$ cat src/rtl/adc_rd_pkg.sv
package adc_rd_pkg;
  typedef enum logic [2:0] {
    ST_IDLE,
    ST_SETUP,
    ST_CONV,
    ST_READ,
    ST_WAIT
  } rd_state_e;
endpackage

$ cat src/rtl/adc_rd_clkgen.sv
// Gated read clock: phase 0 = idle level, leaving idle launches, returning samples.
module adc_rd_clkgen #(
  parameter int HALF = 2
) (
  input  logic clk_i,
  input  logic rst_ni,
  input  logic en_i,
  output logic phase_o,
  output logic sample_o
);
  localparam int TW = (HALF > 1) ? $clog2(HALF) : 1;

  logic [TW-1:0] tick_q;
  logic          phase_q;
  logic          run;
  logic          wrap;

  assign run  = en_i || phase_q;
  assign wrap = (tick_q == TW'(HALF - 1));

  always_ff @(posedge clk_i or negedge rst_ni) begin
    if (!rst_ni) begin
      tick_q  <= '0;
      phase_q <= 1'b0;
    end else if (run) begin
      if (wrap) begin
        tick_q  <= '0;
        phase_q <= !phase_q;
      end else begin
        tick_q <= tick_q + 1'b1;
      end
    end else begin
      tick_q <= '0;
    end
  end

  assign phase_o  = phase_q;
  assign sample_o = run && wrap && phase_q;
endmodule

$ cat src/rtl/adc_rd_shifter.sv
module adc_rd_shifter #(
  parameter int W = 16
) (
  input  logic         clk_i,
  input  logic         rst_ni,
  input  logic         clr_i,
  input  logic         samp_i,
  input  logic         sync_mode_i,
  input  logic         sdata_i,
  input  logic         sync_i,
  output logic [W-1:0] word_o,
  output logic         done_o
);
  localparam int CW = $clog2(W + 1);

  logic [W-1:0]  sh_q;
  logic [CW-1:0] cnt_q;
  logic          armed_q;

  assign done_o = (cnt_q == CW'(W));
  assign word_o = sh_q;

  always_ff @(posedge clk_i or negedge rst_ni) begin
    if (!rst_ni) begin
      sh_q    <= '0;
      cnt_q   <= '0;
      armed_q <= 1'b0;
    end else if (clr_i) begin
      cnt_q   <= '0;
      armed_q <= 1'b0;
    end else if (samp_i && !done_o) begin
      if (!sync_mode_i || armed_q) begin
        sh_q  <= {sh_q[W-2:0], sdata_i};
        cnt_q <= cnt_q + 1'b1;
      end else if (sync_i) begin
        armed_q <= 1'b1;
      end
    end
  end
endmodule

$ cat src/rtl/adc_rd_tmo.sv
module adc_rd_tmo #(
  parameter int LIMIT = 100
) (
  input  logic clk_i,
  input  logic rst_ni,
  input  logic clr_i,
  input  logic en_i,
  output logic expired_o
);
  localparam int CW = $clog2(LIMIT + 1);

  logic [CW-1:0] cnt_q;

  assign expired_o = en_i && (cnt_q >= CW'(LIMIT - 1));

  always_ff @(posedge clk_i or negedge rst_ni) begin
    if (!rst_ni)                 cnt_q <= '0;
    else if (clr_i)              cnt_q <= '0;
    else if (en_i && !expired_o) cnt_q <= cnt_q + 1'b1;
  end
endmodule

$ cat src/rtl/adc_rd_ctrl.sv
module adc_rd_ctrl
  import adc_rd_pkg::*;
#(
  parameter int DATA_W     = 16,
  parameter int CS_SETUP   = 2,
  parameter int CONV_PULSE = 2,
  parameter int SCLK_HALF  = 2,
  parameter int BUSY_LIMIT = 100
) (
  input  logic              clk_i,
  input  logic              rst_ni,
  input  logic              start_i,
  input  logic              cs_tied_i,
  input  logic              cont_clk_i,
  input  logic              clk_idle_hi_i,
  input  logic              busy_ni,
  input  logic              sdata_i,
  input  logic              sync_i,
  output logic              rd_conv_o,
  output logic              cs_no,
  output logic              dclk_o,
  output logic [DATA_W-1:0] data_o,
  output logic              valid_o,
  output logic              err_o
);
  localparam int PMAX = (CS_SETUP > CONV_PULSE) ? CS_SETUP : CONV_PULSE;
  localparam int PW   = $clog2(PMAX + 1);

  rd_state_e         state_q;
  logic [PW-1:0]     ph_cnt_q;
  logic              primed_q;
  logic              dedicated;
  logic              accept;
  logic              clk_en;
  logic              phase;
  logic              sample;
  logic              sh_done;
  logic [DATA_W-1:0] sh_word;
  logic              tmo_en;
  logic              tmo_hit;

  assign dedicated = !cs_tied_i || cont_clk_i;
  assign accept    = (state_q == ST_IDLE) && start_i;
  assign clk_en    = cont_clk_i || ((state_q == ST_READ) && !sh_done);
  assign tmo_en    = !busy_ni &&
                     (state_q == ST_CONV || state_q == ST_READ || state_q == ST_WAIT);

  assign rd_conv_o = (state_q != ST_CONV);
  assign cs_no     = dedicated ? (state_q == ST_IDLE) : 1'b0;
  assign dclk_o    = phase ^ clk_idle_hi_i;

  adc_rd_clkgen #(.HALF(SCLK_HALF)) u_clkgen (
    .clk_i    (clk_i),
    .rst_ni   (rst_ni),
    .en_i     (clk_en),
    .phase_o  (phase),
    .sample_o (sample)
  );

  adc_rd_shifter #(.W(DATA_W)) u_shifter (
    .clk_i       (clk_i),
    .rst_ni      (rst_ni),
    .clr_i       (state_q == ST_CONV),
    .samp_i      (sample && (state_q == ST_READ)),
    .sync_mode_i (cont_clk_i),
    .sdata_i     (sdata_i),
    .sync_i      (sync_i),
    .word_o      (sh_word),
    .done_o      (sh_done)
  );

  adc_rd_tmo #(.LIMIT(BUSY_LIMIT)) u_tmo (
    .clk_i     (clk_i),
    .rst_ni    (rst_ni),
    .clr_i     (accept),
    .en_i      (tmo_en),
    .expired_o (tmo_hit)
  );

  always_ff @(posedge clk_i or negedge rst_ni) begin
    if (!rst_ni) begin
      state_q  <= ST_IDLE;
      ph_cnt_q <= '0;
      primed_q <= 1'b0;
      data_o   <= '0;
      valid_o  <= 1'b0;
      err_o    <= 1'b0;
    end else begin
      valid_o <= 1'b0;
      if (tmo_hit) begin
        err_o   <= 1'b1;
        state_q <= ST_IDLE;
      end else begin
        unique case (state_q)
          ST_IDLE: if (start_i) begin
            err_o    <= 1'b0;
            ph_cnt_q <= '0;
            state_q  <= dedicated ? ST_SETUP : ST_CONV;
          end
          ST_SETUP: begin
            if (ph_cnt_q == PW'(CS_SETUP - 1)) begin
              ph_cnt_q <= '0;
              state_q  <= ST_CONV;
            end else begin
              ph_cnt_q <= ph_cnt_q + 1'b1;
            end
          end
          ST_CONV: begin
            if (ph_cnt_q == PW'(CONV_PULSE - 1)) begin
              ph_cnt_q <= '0;
              state_q  <= ST_READ;
            end else begin
              ph_cnt_q <= ph_cnt_q + 1'b1;
            end
          end
          ST_READ: if (sh_done) state_q <= ST_WAIT;
          ST_WAIT: if (busy_ni) begin
            // first word after reset is indeterminate: drop it
            if (primed_q) begin
              data_o  <= sh_word;
              valid_o <= 1'b1;
            end
            primed_q <= 1'b1;
            state_q  <= ST_IDLE;
          end
          default: state_q <= ST_IDLE;
        endcase
      end
    end
  end
endmodule

$ cat config.mk
export PLATFORM = sky130hd
export DESIGN_NAME = adc_rd_ctrl
export DESIGN_NICKNAME = d
export VERILOG_FILES = /design/src/rtl/adc_rd_pkg.sv /design/src/rtl/adc_rd_clkgen.sv /design/src/rtl/adc_rd_shifter.sv /design/src/rtl/adc_rd_tmo.sv /design/src/rtl/adc_rd_ctrl.sv
export SDC_FILE = /design/constraint.sdc
export NUM_CORES = 1
export LEC_CHECK = 0
export BUFFER_PORTS_ARGS = -buffer_cell sky130_fd_sc_hd__buf_2
export CAP_MARGIN = 20
export CORE_ASPECT_RATIO = 1.1
export CORE_MARGIN = 2
export CORE_UTILIZATION = 35
export DETAILED_ROUTE_END_ITERATION = 10
export PLACE_DENSITY = 0.48
export SETUP_SLACK_MARGIN = 0.05
export SKIP_CTS_REPAIR_TIMING = 1
export SYNTH_ARGS = -nofsm -noshare
export SYNTH_HDL_FRONTEND = slang
export SYNTH_HIERARCHICAL = 1
export SYNTH_SLANG_ARGS = --single-unit
$ cat constraint.sdc
create_clock -name clk_i -period 3.3 [get_ports clk_i]
set_input_delay 0.33 -clock clk_i [delete_from_list [all_inputs] [get_ports clk_i]]
set_output_delay 0.33 -clock clk_i [all_outputs]
set_load 0.005 [all_outputs]
Word level (Yosys, flattened, before mapping)
Index checks and enable logic that the tools add are counted.
{ "op_classes": {"reduce_logical": 39, "mux": 30, "order_cmp": 1, "n_addsub": 4, "eq_ne": 14, "bitwise": 3} }
{ "ops": {"columns": ["op", "n"], "rows": [
  ["3-bit 2-to-1 mux", 6],
  ["5-bit 2-to-1 mux", 3],
  ["3-bit by 2-bit != test with 1-bit output, second input constant", 5],
  ["3-bit one-hot mux with 5 select lines", 1],
  ["1-bit 2-to-1 mux", 14],
  ["7-bit 2-to-1 mux", 2],
  ["2-bit nonzero test", 7],
  ["3-bit AND reduction", 4],
  ["1-bit logical AND", 9],
  ["7-bit by 1-bit adder with 7-bit output, second input constant", 1],
  ["7-bit greater-or-equal comparator, second input constant", 1],
  ["3-bit by 2-bit == test with 1-bit output, second input constant", 2],
  ["1-bit zero test", 6],
  ["1-bit logical OR", 6],
  ["2-bit 2-to-1 mux", 3],
  ["2-bit AND reduction", 3],
  ["5-bit by 1-bit adder with 5-bit output, second input constant", 1],
  ["5-bit == test, second input constant", 1],
  ["5-bit AND reduction", 1],
  ["2-bit one-hot mux with 2 select lines", 1],
  ["4-bit AND reduction", 1],
  ["3-bit by 1-bit == test with 1-bit output, second input constant", 1],
  ["3-bit == test, second input constant", 1],
  ["3-bit zero test", 1],
  ["9 further kinds", 10]
]} }
{ "word_totals": {"in_bits": 9, "output_inout_bits": 21, "wordCells": 103, "regBits": 55} }

Depth between registers and ports, before layout
Gate-level depths: netlist of run 1.
{ "logic_depth": {"ltp_word": 11, "mapped_depth": 11, "mapped_depth_nobuf": 9} }

Cells and area by module
The synthesis of run 1 kept the hierarchy.
{ "by_module_without_submodules": {"columns": ["module", "cells_per_inst", "n_inst", "seq_area_each_um2", "area_each_um2"], "rows": [
  ["adc_rd_ctrl", 87, 1, 600.6, 1142.3],
  ["adc_rd_shifter", 72, 1, 550.5, 968.4],
  ["adc_rd_tmo", 41, 1, 175.2, 394.1],
  ["adc_rd_clkgen", 8, 1, 50.0, 85.1]
]} }

Least setup slack after synthesis of run 1
OpenSTA, ideal clock, no wires.
{ "synth_timing": {"path_kind": "reg2reg", "from": "register state_q[0]", "to": "register data_o[15]", "required_time_ns": 3.175, "period_less_slack_ns": 2.282, "arrival_ns": 2.157, "path_buffers": 2, "setup_slack_ns": 1.018, "setup_ns": 0.125, "path_stages_with_launch": 12, "cell_sequence": "dfrtp_1 buf_6 nor2_8 nand2_1 a21oi_1 nand3_1 a21oi_1 inv_1 and4_4 nand2_4 buf_6 mux2_4"} }
{ "synth_via": {"elab_chain_cells": 7, "elab_cells_between_ends": 9, "classes_between": "eq/ne: 3; bitwise: 1; reduce/logical: 5"} }
{ "synth_lines": {"columns": ["element", "line_no", "rtl"], "rows": [
  ["from (decl)", "adc_rd_ctrl.sv:29", "rd_state_e state_q;"],
  ["from (signal assigned)", "adc_rd_ctrl.sv:98", "state_q <= dedicated ? ST_SETUP : ST_CONV;"],
  ["3-bit by 2-bit == test with 1-bit output", "adc_rd_ctrl.sv:46", "(state_q == ST_CONV || state_q == ST_READ || state_q == ST_WAIT);"],
  ["1-bit logical OR", "adc_rd_ctrl.sv:46", null],
  ["1-bit logical OR *", "adc_rd_ctrl.sv:46", null],
  ["1-bit logical AND *", "adc_rd_ctrl.sv:45", "assign tmo_en = !busy_ni &&"],
  ["named net tmo_en", "adc_rd_ctrl.sv:39", "logic tmo_en;"],
  ["1-bit logical AND *", "adc_rd_tmo.sv:14", "assign expired_o = en_i && (cnt_q >= CW'(LIMIT - 1));"],
  ["named net tmo_hit", "adc_rd_ctrl.sv:40", "logic tmo_hit;"],
  ["1-bit NOT (no source line) *", null, null],
  ["4-bit AND reduction (no source line) *", null, null],
  ["to (signal assigned)", "adc_rd_ctrl.sv:120", "data_o <= sh_word;"],
  ["to (decl)", "adc_rd_ctrl.sv:22", "output logic [DATA_W-1:0] data_o,"]
]} }
The timed path passes the listed nets; every way through them passes the cells marked *.
A chain may end at the register's enable or synchronous reset.

Final worst setup path of run 1
{ "layout_timing": {"from": "register state_q[0]", "to": "register data_o[14]"} }
The elaborated chain is that of the path after synthesis.

==> flow_summary.json, run 1 <==
{
  "ys_types": 50,
  "critPathCapture": "data_o[14]$_DFFE_PN0P_",
  "drive_gt1_frac": 0.320,
  "die_y_um": 94.2,
  "worst-path-buf-inv": 1,
  "synth_commonest_cells": "55 x dfrtp_1, 15 x mux2_2, 14 x a21oi_1, 10 x mux2_1, 10 x nor2_1",
  "hold_path_class": "input port to async pin",
  "yosys_register_bits": 55,
  "finalSetupViolCount": 0,
  "path_clk_slew_ns": 0.10,
  "required_ns": 3.50,
  "insertion_delay_ns": 0.31,
  "synthFlopType": "dfrtp_1",
  "crit_family": "simple AND/OR/NAND/NOR gates",
  "drc": 0,
  "finalWorstSetupSlack_ns": 0.620,
  "outcome": "finished, final reports clean",
  "syn_inst": 208,
  "initial_core_util": 0.365,
  "hold_violations": 0,
  "dieArea_um2": 8100,
  "root_buffer": "clkbuf_8",
  "ys_seq_area_frac": 0.531,
  "syn_area_um2": 2590,
  "cpMostUsedCell": "a21oi_1",
  "rrSetupSlack_ns": 0.62,
  "n_antenna_cell": 0,
  "fin_hold_ws_ns": 0.0336,
  "ant_nets": 0,
  "fmaxAchievable_ghz": 0.373,
  "htree_levels": 2,
  "worstSetupPathType": "flop to flop",
  "r2r_end": "data_o[14]$_DFFE_PN0P_",
  "track_usage": 0.122,
  "synth.most_common_cell": "dfrtp_1",
  "path_depth": 9,
  "gp_congestion": 0.784,
  "dp_hpwl_mm": 3.13,
  "maxSlewViolCount": 0,
  "antenna_found_initial": 0,
  "tightest_slew_ns": 0.649,
  "syn_nets": 220,
  "synth_top_cell_area_share": 0.531,
  "grt_pass1_wl_mm": 7.77,
  "via_per_inst": 5.01,
  "timing.setup.tns_ns": 0,
  "timing.final.crit_share": 0.812,
  "cap_viol_max_count": 0,
  "grt.overflow.total": 0,
  "drt_wl_total_mm": 4.55,
  "syn2layout_area_growth_pct": 12.0,
  "design.core.area_um2": 7090,
  "pwr_density_cell_nw_per_um2": 575,
  "critPathSlowestCell": "dfrtp_1",
  "vias": 1632,
  "cts_made_buffers": 5,
  "portBuffers": 29,
  "synth_area_leaders": "dfrtp_1 53%, mux2_2 6.5%, mux2_4 5.2%, mux2_1 4.3%, a21oi_1 2.7%",
  "ioPinCount": 30,
  "critPathLaunchType": "flop",
  "grt_setup_unrepaired": "no",
  "fill_cells": 693,
  "critPathCaptureType": "flop",
  "synth_edf_count": 0,
  "async_reset_ff_frac": 1.00,
  "fp.dieW_um": 86.0,
  "arrival_ns": 2.88,
  "cts_sinks": 55,
  "cts_tree": "done",
  "first_pass_iters": 4,
  "grt_max_degree": 29,
  "nNetsFinal": 252,
  "period_needed_ns": 2.68,
  "grt_pass1_vias": 1582,
  "skew_ns": 0.0115,
  "critical_path.max_fanout": 17,
  "yosys_warnings": 6,
  "wire_per_inst_um": 14.0,
  "cp_slowest_stage_delay_ns": 0.54,
  "yosys.area.top_type": "dfrtp_1",
  "vdd_ir_drop_max_mv": 0.258,
  "row_count": 32,
  "synth.avg_cell_area_um2": 12.5,
  "drtIter0Drc": 64,
  "startpoint": "state_q[0]$_DFFE_PN0P_",
  "reg2regPathDepth": 9,
  "clock_path_buffers": 2,
  "leakagePower_nw": 1.46,
  "cp_cell_sequence": "nor2_8 -> nand2_1 -> a21oi_1 -> nand3_1 -> a21oi_1 -> inv_1 -> and4_4 -> nand2_4 -> mux2_2",
  "slew_headroom": 0.567,
  "place_ws_ns": 0.624,
  "r2r_start": "state_q[0]$_DFFE_PN0P_"
}
per-layer routing:
layer	up-vias	track usage	share of wire
met5	-	0	0
met4	0	0.0397	0.014
met3	5	0.0272	0.034
met2	23	0.182	0.44
met1	799	0.174	0.51
li1	805	-	-
worst min path at each step:
stage	from	end	slack [ns]	cells after the start
floorplan	rst_ni	data_o[0]$_DFFE_PN0P_	0.03	0
global placement	rst_ni	u_clkgen/phase_o$_DFFE_PN0P_	0.40	1
detailed placement	rst_ni	u_clkgen/phase_o$_DFFE_PN0P_	0.40	1
CTS	rst_ni	u_clkgen/phase_o$_DFFE_PN0P_	0.05	1
global route	rst_ni	u_clkgen/phase_o$_DFFE_PN0P_	0.07	1
finish	rst_ni	u_clkgen/phase_o$_DFFE_PN0P_	0.03	1
cells by family after synthesis:
family                     synth area share
and+or+nand+nor                       0.144
DFF                                   0.531
muxes                                 0.172
AOI/OAI and AO/OA                    0.0889
buffers and inverters                0.0386
xor gates and xnor gates             0.0101
adders and majority gates            0.0145
stage by stage:
| step | instance area [µm²] | std cells | utilization | power (mW) |
|---|---|---|---|---|
| 2_1_floorplan | 2590 | 208 | - | 1.20 |
| 3_3_place_gp | 2810 | 318 | 0.397 | 1.31 |
| 3_5_place_dp | 2810 | 318 | 0.397 | 1.31 |
| 4_1_cts | 2900 | 326 | 0.409 | 1.70 |
| 5_1_grt | 2900 | 326 | 0.409 | 1.80 |
| 6_report | 2900 | 326 | 0.409 | 1.67 |
layout by cell type (no fill, tap or decap), types with 2 or more instances in the layout:
cell type	netlist	layout
dfrtp_1	55	55
buf_2	2	29
mux2_2	15	15
a21oi_1	14	14
nor2_1	10	10
mux2_1	10	10
inv_1	9	9
nand2_1	9	9
mux2_4	9	9
nand2b_1	6	6
o21ai_0	5	5
or4_1	5	5
clkbuf_8	0	5
buf_4	0	5
o31ai_1	4	4
nor2b_1	3	3
mux2i_1	3	3
ha_1	3	3
nand3_1	3	3
or3_2	3	3
or2_2	2	2
xor2_1	2	2
a21boi_0	2	2
a31oi_1	2	2
registers in the layout, indices dropped and copies added, names as in the netlist:
register,count
u_shifter/armed_q,1
primed_q,1
data_o,16
u_shifter/word_o,16
valid_o,1
u_clkgen/phase_o,1
u_tmo/cnt_q,7
ph_cnt_q,2
u_shifter/cnt_q,5
state_q,3
u_clkgen/tick_q,1
err_o,1
layout make-up:
class                      instances  area, µm²  share of cell area
sequential                        55       1380               0.474
clock inverter                     2       16.3             0.00561
multi-input combinational        135       1110               0.384
inverter                           9       33.8              0.0116
clock buffer                       6       72.6              0.0250
tap                               85        106              0.0367
timing repair buffer              34        183              0.0630
where the power goes:
part	switching, mW	total [mW]	internal [mW]
Combinational	0.223	0.438	0.215
Clock	0.229	0.382	0.153
Sequential	0.102	0.848	0.746
(Power assumes the default switching activity.)
==> inputs of run 2 (changes only) <==
--- a/config.mk
+++ b/config.mk
@@ -5,13 +5,14 @@
 export SDC_FILE = /design/constraint.sdc
 export NUM_CORES = 1
 export LEC_CHECK = 0
+export ABC_AREA = 1
 export BUFFER_PORTS_ARGS = -buffer_cell sky130_fd_sc_hd__buf_2
 export CAP_MARGIN = 20
 export CORE_ASPECT_RATIO = 1.1
 export CORE_MARGIN = 2
 export CORE_UTILIZATION = 35
 export DETAILED_ROUTE_END_ITERATION = 10
-export PLACE_DENSITY = 0.48
+export PLACE_DENSITY = 0.5
 export SETUP_SLACK_MARGIN = 0.05
 export SKIP_CTS_REPAIR_TIMING = 1
 export SYNTH_ARGS = -nofsm -noshare
==> constraint.sdc (replaced) <==
create_clock -name clk_i -period 2.35 [get_ports clk_i]
set_input_delay 0.235 -clock clk_i [delete_from_list [all_inputs] [get_ports clk_i]]
set_output_delay 0.235 -clock clk_i [all_outputs]
set_load 0.005 [all_outputs]
==> flow_summary.json, run 2 <==
{
  "cts_sinks": 55,
  "skew_ns": 0.00642,
  "initial_core_util": 0.362,
  "grt.overflow.total": 0,
  "synth.most_common_cell": "nand2_1",
  "arrival_ns": 2.06,
  "pwr_density_cell_nw_per_um2": 847,
  "dieArea_um2": 8500,
  "nNetsFinal": 373,
  "design.core.area_um2": 7510,
  "drt_wl_total_mm": 5.28,
  "ys_types": 29,
  "fp.dieW_um": 88.1,
  "cts_made_buffers": 5,
  "finalSetupViolCount": 0,
  "cp_cell_sequence": "nor2_4 -> nand3_1 -> nand2_1 -> inv_1 -> nor2_1 -> clkinv_1 -> nand3_4 -> nor2_8 -> nand2_1 -> nand2_1",
  "async_reset_ff_frac": 1.00,
  "fin_hold_ws_ns": 0.0503,
  "cp_slowest_stage_delay_ns": 0.46,
  "required_ns": 2.55,
  "critPathLaunchType": "flop",
  "vdd_ir_drop_max_mv": 0.521,
  "n_antenna_cell": 0,
  "row_count": 33,
  "crit_family": "simple AND/OR/NAND/NOR gates",
  "insertion_delay_ns": 0.31,
  "syn2layout_area_growth_pct": 11.5,
  "tightest_slew_ns": 0.715,
  "syn_inst": 329,
  "mostFrequentLayoutCells": "130 x nand2_1, 55 x dfrtp_1, 29 x buf_2, 27 x inv_1, 25 x nand3_1",
  "finalWorstSetupSlack_ns": 0.488,
  "syn_nets": 341,
  "maxSlewViolCount": 0,
  "leakagePower_nw": 1.73,
  "synth_area_leaders": "dfrtp_1 51%, nand2_1 18%, nand3_1 4.6%, inv_1 3.7%, o21ai_0 3.5%",
  "portBuffers": 29,
  "rrSetupSlack_ns": 0.49,
  "ioPinCount": 30,
  "place_ws_ns": 0.490,
  "via_per_inst": 4.50,
  "synth_commonest_cells": "130 x nand2_1, 55 x dfrtp_1, 27 x inv_1, 25 x nand3_1",
  "synth.avg_cell_area_um2": 8.28,
  "final-seq-area_um2": 1380,
  "drc": 0,
  "grt_setup_unrepaired": "no",
  "critPathSlowestCell": "dfrtp_1",
  "cap_viol_max_count": 0,
  "ys_seq_area_frac": 0.505,
  "period_needed_ns": 1.86,
  "dp_hpwl_mm": 3.61,
  "yosys_register_bits": 55,
  "fill_cells": 821,
  "vias": 2100,
  "grt_max_degree": 56,
  "yosys.area.top_type": "dfrtp_1",
  "critPathCaptureType": "flop",
  "wire_per_inst_um": 11.3,
  "mostFrequentLayoutCell": "nand2_1",
  "antenna_found_initial": 0,
  "hold_path_class": "input port to async pin",
  "clock_path_buffers": 2,
  "hold_violations": 0,
  "fmaxAchievable_ghz": 0.537,
  "worstSetupPathType": "flop to flop",
  "cpMostUsedCell": "nand2_1",
  "timing.final.crit_share": 0.792,
  "synth_top_cell_area_share": 0.505,
  "track_usage": 0.135,
  "critical_path.max_fanout": 18,
  "first_pass_iters": 4,
  "outcome": "finished, final reports clean",
  "slew_headroom": 0.523,
  "path_clk_slew_ns": 0.11,
  "synth_edf_count": 0,
  "die_y_um": 96.5,
  "multi_input_area_um2": 1150,
  "yosys_warnings": 6,
  "htree_levels": 2,
  "syn_area_um2": 2720,
  "ant_nets": 0,
  "gp_congestion": 0.804,
  "timing.setup.tns_ns": 0,
  "grt_pass1_vias": 1984,
  "cts_tree": "done",
  "worst-path-buf-inv": 2,
  "grt_pass1_wl_mm": 9.20,
  "drtIter0Drc": 114,
  "synthFlopType": "dfrtp_1",
  "root_buffer": "clkbuf_8",
  "drive_gt1_frac": 0.169
}
==> run 2: changes by cell type after synthesis, sizes merged, moves of 7 or more <==
| cell | previous run | this run |
|---|---|---|
| inv | 9 | 29 |
| o21ai | 6 | 23 |
| a21oi | 14 | 3 |
| nor2 | 11 | 27 |
| nand4 | 0 | 7 |
| mux2 | 34 | 0 |
| nand3 | 3 | 28 |
| nand2 | 10 | 136 |
==> run 2: layout make-up <==
type | count | area share
flip-flops and latches | 55 | 0.453
multi-input cells | 236 | 0.377
repair buffers | 33 | 0.0577
well taps | 105 | 0.0432
inverters | 30 | 0.0371
clock buffers | 5 | 0.0227
clock inverters | 3 | 0.00906
==> run 2: power by group <==
part / internal (mW) / leakage (nW) / switching (mW) / total (mW)
sequential: 1.07 / 0.750 / 0.138 / 1.21
clock: 0.222 / 0.0467 / 0.340 / 0.562
combinational: 0.282 / 0.934 / 0.522 / 0.804
total: 1.57 / 1.73 / 0.999 / 2.57
==> run 2: layer usage <==
metal	track usage	wire, µm
met5	0	0
met4	0.0303	26
met3	0.0263	149
met2	0.212	2320
met1	0.193	2790
==> run 2: path summary, 6_finish.rpt <==
| kind | startpoint | end | depth (start not counted) |
|---|---|---|---|
| hold / removal | rst_ni | data_o[10]$_DFFE_PN0P_ | 2 |
| hold reg to reg | data_o[3]$_DFFE_PN0P_ | data_o[3]$_DFFE_PN0P_ | 2 |
| min in group clk_i | sdata_i | u_shifter/word_o[0]$_DFFE_PN0P_ | 3 |
| max in group asynchronous | rst_ni | u_shifter/word_o[0]$_DFFE_PN0P_ | 2 |
| setup reg to reg | state_q[0]$_DFFE_PN0P_ | data_o[11]$_DFFE_PN0P_ | 10 |
| setup / recovery | state_q[0]$_DFFE_PN0P_ | data_o[11]$_DFFE_PN0P_ | 10 |
==> run 2: logic make-up (layout without fill, tap and decap cells) <==
logic type,count (synthesis),after routing,synth area share
simple gates,201,201,0.341
xor+xnor,4,4,0.0129
flops,55,55,0.505
fa+ha+maj,3,3,0.0138
buf+inv,38,71,0.0740
compound gates,28,28,0.0533
==> run 2: through the flow <==
stage / std cells / area, µm² / utilization / power, mW
floorplan: 329 / 2720 / - / 1.83
global placement: 459 / 2940 / 0.391 / 2.03
detailed placement: 459 / 2940 / 0.391 / 2.04
CTS: 467 / 3040 / 0.404 / 2.61
global route: 467 / 3040 / 0.404 / 2.80
finish: 467 / 3040 / 0.404 / 2.57
==> inputs of run 3 (changes only) <==
==> constraint.sdc (replaced) <==
create_clock -name clk_i -period 1.6 [get_ports clk_i]
set_input_delay 0.16 -clock clk_i [delete_from_list [all_inputs] [get_ports clk_i]]
set_output_delay 0.16 -clock clk_i [all_outputs]
set_load 0.005 [all_outputs]
==> flow_summary.json, run 3 (same netlist as run 2, synthesis figures left out) <==
{
  "outcome": "finished, final reports clean",
  "htree_levels": 2,
  "grt_setup_unrepaired": "yes",
  "drtIter0Drc": 109,
  "die_y_um": 96.5,
  "antenna_found_initial": 0,
  "dieArea_um2": 8500,
  "via_per_inst": 4.50,
  "arrival_ns": 1.82,
  "dp_cells": 481,
  "drt_wl_total_mm": 5.68,
  "cts_tree": "done",
  "cap_viol_max_count": 0,
  "grt_pass1_wl_mm": 9.43,
  "fill_cells": 775,
  "grt.overflow.total": 0,
  "n_antenna_cell": 0,
  "worst-path-buf-inv": 1,
  "fin_hold_ws_ns": 0.0336,
  "fmaxAchievable_ghz": 0.645,
  "ant_nets": 0,
  "nNetsFinal": 404,
  "hold_path_class": "input port to flop",
  "first_pass_iters": 4,
  "critPathCaptureType": "flop",
  "cts_made_buffers": 5,
  "grt_max_degree": 56,
  "root_buffer": "clkbuf_8",
  "period_needed_ns": 1.55,
  "finalWorstSetupSlack_ns": 0.0488,
  "path_depth": 10,
  "place_ws_ns": 0.00366,
  "critPathSlowestCell": "dfrtp_1",
  "tightest_slew_ns": 0.303,
  "reg2regPathDepth": 10,
  "vias": 2239,
  "stdcell_count": 498,
  "required_ns": 1.86,
  "timing.final.crit_share": 0.970,
  "mostFrequentLayoutCell": "nand2_1",
  "wire_per_inst_um": 11.4,
  "portBuffers": 29,
  "p_total_mw": 4.39,
  "worstSetupPathType": "flop to flop",
  "hold_violations": 0,
  "fin_util": 0.459,
  "insertion_delay_ns": 0.32,
  "design.core.area_um2": 7510,
  "vdd_ir_drop_max_mv": 0.760,
  "skew_ns": 0.00774,
  "critPathLaunchType": "flop",
  "slew_headroom": 0.798,
  "row_count": 33,
  "grt_pass1_vias": 2027,
  "path_clk_slew_ns": 0.11,
  "cts_sinks": 55,
  "holdPathStages": 3,
  "leakagePower_nw": 1.89,
  "mostFrequentLayoutCells": "127 x nand2_1, 54 x dfrtp_1, 29 x buf_2, 25 x buf_4, 22 x nand3_1",
  "critical_path.max_fanout": 17,
  "initial_core_util": 0.362,
  "cp_slowest_stage_delay_ns": 0.41,
  "ioPinCount": 30,
  "syn2layout_area_growth_pct": 26.6,
  "dp_hpwl_mm": 3.76,
  "track_usage": 0.141,
  "finalSetupViolCount": 0,
  "cp_cell_sequence": "ha_2 -> nor2_2 -> nand3_2 -> nand2_4 -> nor2_2 -> clkinv_2 -> nand3_4 -> nor2_8 -> nand2_1 -> nand2_1",
  "fp.dieW_um": 88.1,
  "maxSlewViolCount": 0,
  "gp_congestion": 0.794,
  "clock_path_buffers": 2,
  "crit_family": "simple AND/OR/NAND/NOR gates",
  "pwr_density_cell_nw_per_um2": 1270,
  "drc": 0,
  "drive_gt1_frac": 0.308
}
[run 3: cell types whose count changed in the layout (fill, tap and decap cells not counted), sizes merged]
cell | previous run | this run
buf | 33 | 60
nor2 | 27 | 29
clkinv | 1 | 2
dlygate4sd3 | 0 | 1
inv | 31 | 30
nand3 | 28 | 29
[run 3: final timing paths]
| path | from | end | slack, ns |
|---|---|---|---|
| max in group asynchronous | rst_ni | data_o[12]$_DFFE_PN0P_ | 0.99 |
| worst max-delay path | u_tmo/cnt_q[0]$_DFFE_PN0P_ | data_o[10]$_DFFE_PN0P_ | 0.05 |
| worst min register to register | data_o[15]$_DFFE_PN0P_ | data_o[15]$_DFFE_PN0P_ | 0.48 |
| min in group asynchronous | rst_ni | ph_cnt_q[1]$_DFFE_PN0P_ | 0.35 |
| worst min-delay path | sdata_i | u_shifter/word_o[0]$_DFFE_PN0P_ | 0.03 |
| worst max register to register | u_tmo/cnt_q[0]$_DFFE_PN0P_ | data_o[10]$_DFFE_PN0P_ | 0.05 |
[run 3: cell type report]
| type | instances | area (µm²) | share of cell area |
|---|---|---|---|
| multi-input combinational | 239 | 1290 | 0.374 |
| clock inverter | 3 | 27.5 | 0.00798 |
| sequential | 55 | 1380 | 0.399 |
| inverter | 30 | 116 | 0.0337 |
| timing repair buffer | 61 | 437 | 0.127 |
| tap | 105 | 131 | 0.0381 |
| clock buffer | 5 | 68.8 | 0.0199 |
[run 3: power breakdown]
part           internal [mW]  total, mW  switching (mW)
Combinational          0.791       1.82            1.03
Sequential              1.57       1.74           0.166
Clock                  0.323      0.822           0.499
Total                   2.69       4.39            1.70
[run 3: metrics by stage]
step | instance area [µm²] | setup TNS, ns
6_report | 3450 | 0
5_1_grt | 3450 | -1.33
4_1_cts | 3250 | -0.0839
3_5_place_dp | 3150 | 0
3_3_place_gp | 3150 | 0
2_1_floorplan | 2740 | -0.400
[run 3: routing by layer]
metal  vias to the layer above  routed length [µm]  global-route usage
met4                         0                  87              0.0530
met5                         -                   0                   0
met1                      1036                2830               0.181
li1                       1172                   -                   -
met2                        24                2610               0.237
met3                         7                 143              0.0272
[run 3: tightest hold or removal path, stage by stage]
cell and delay (ns):
buf_2 0.08, nand2_1 0.04, nand2_1 0.05
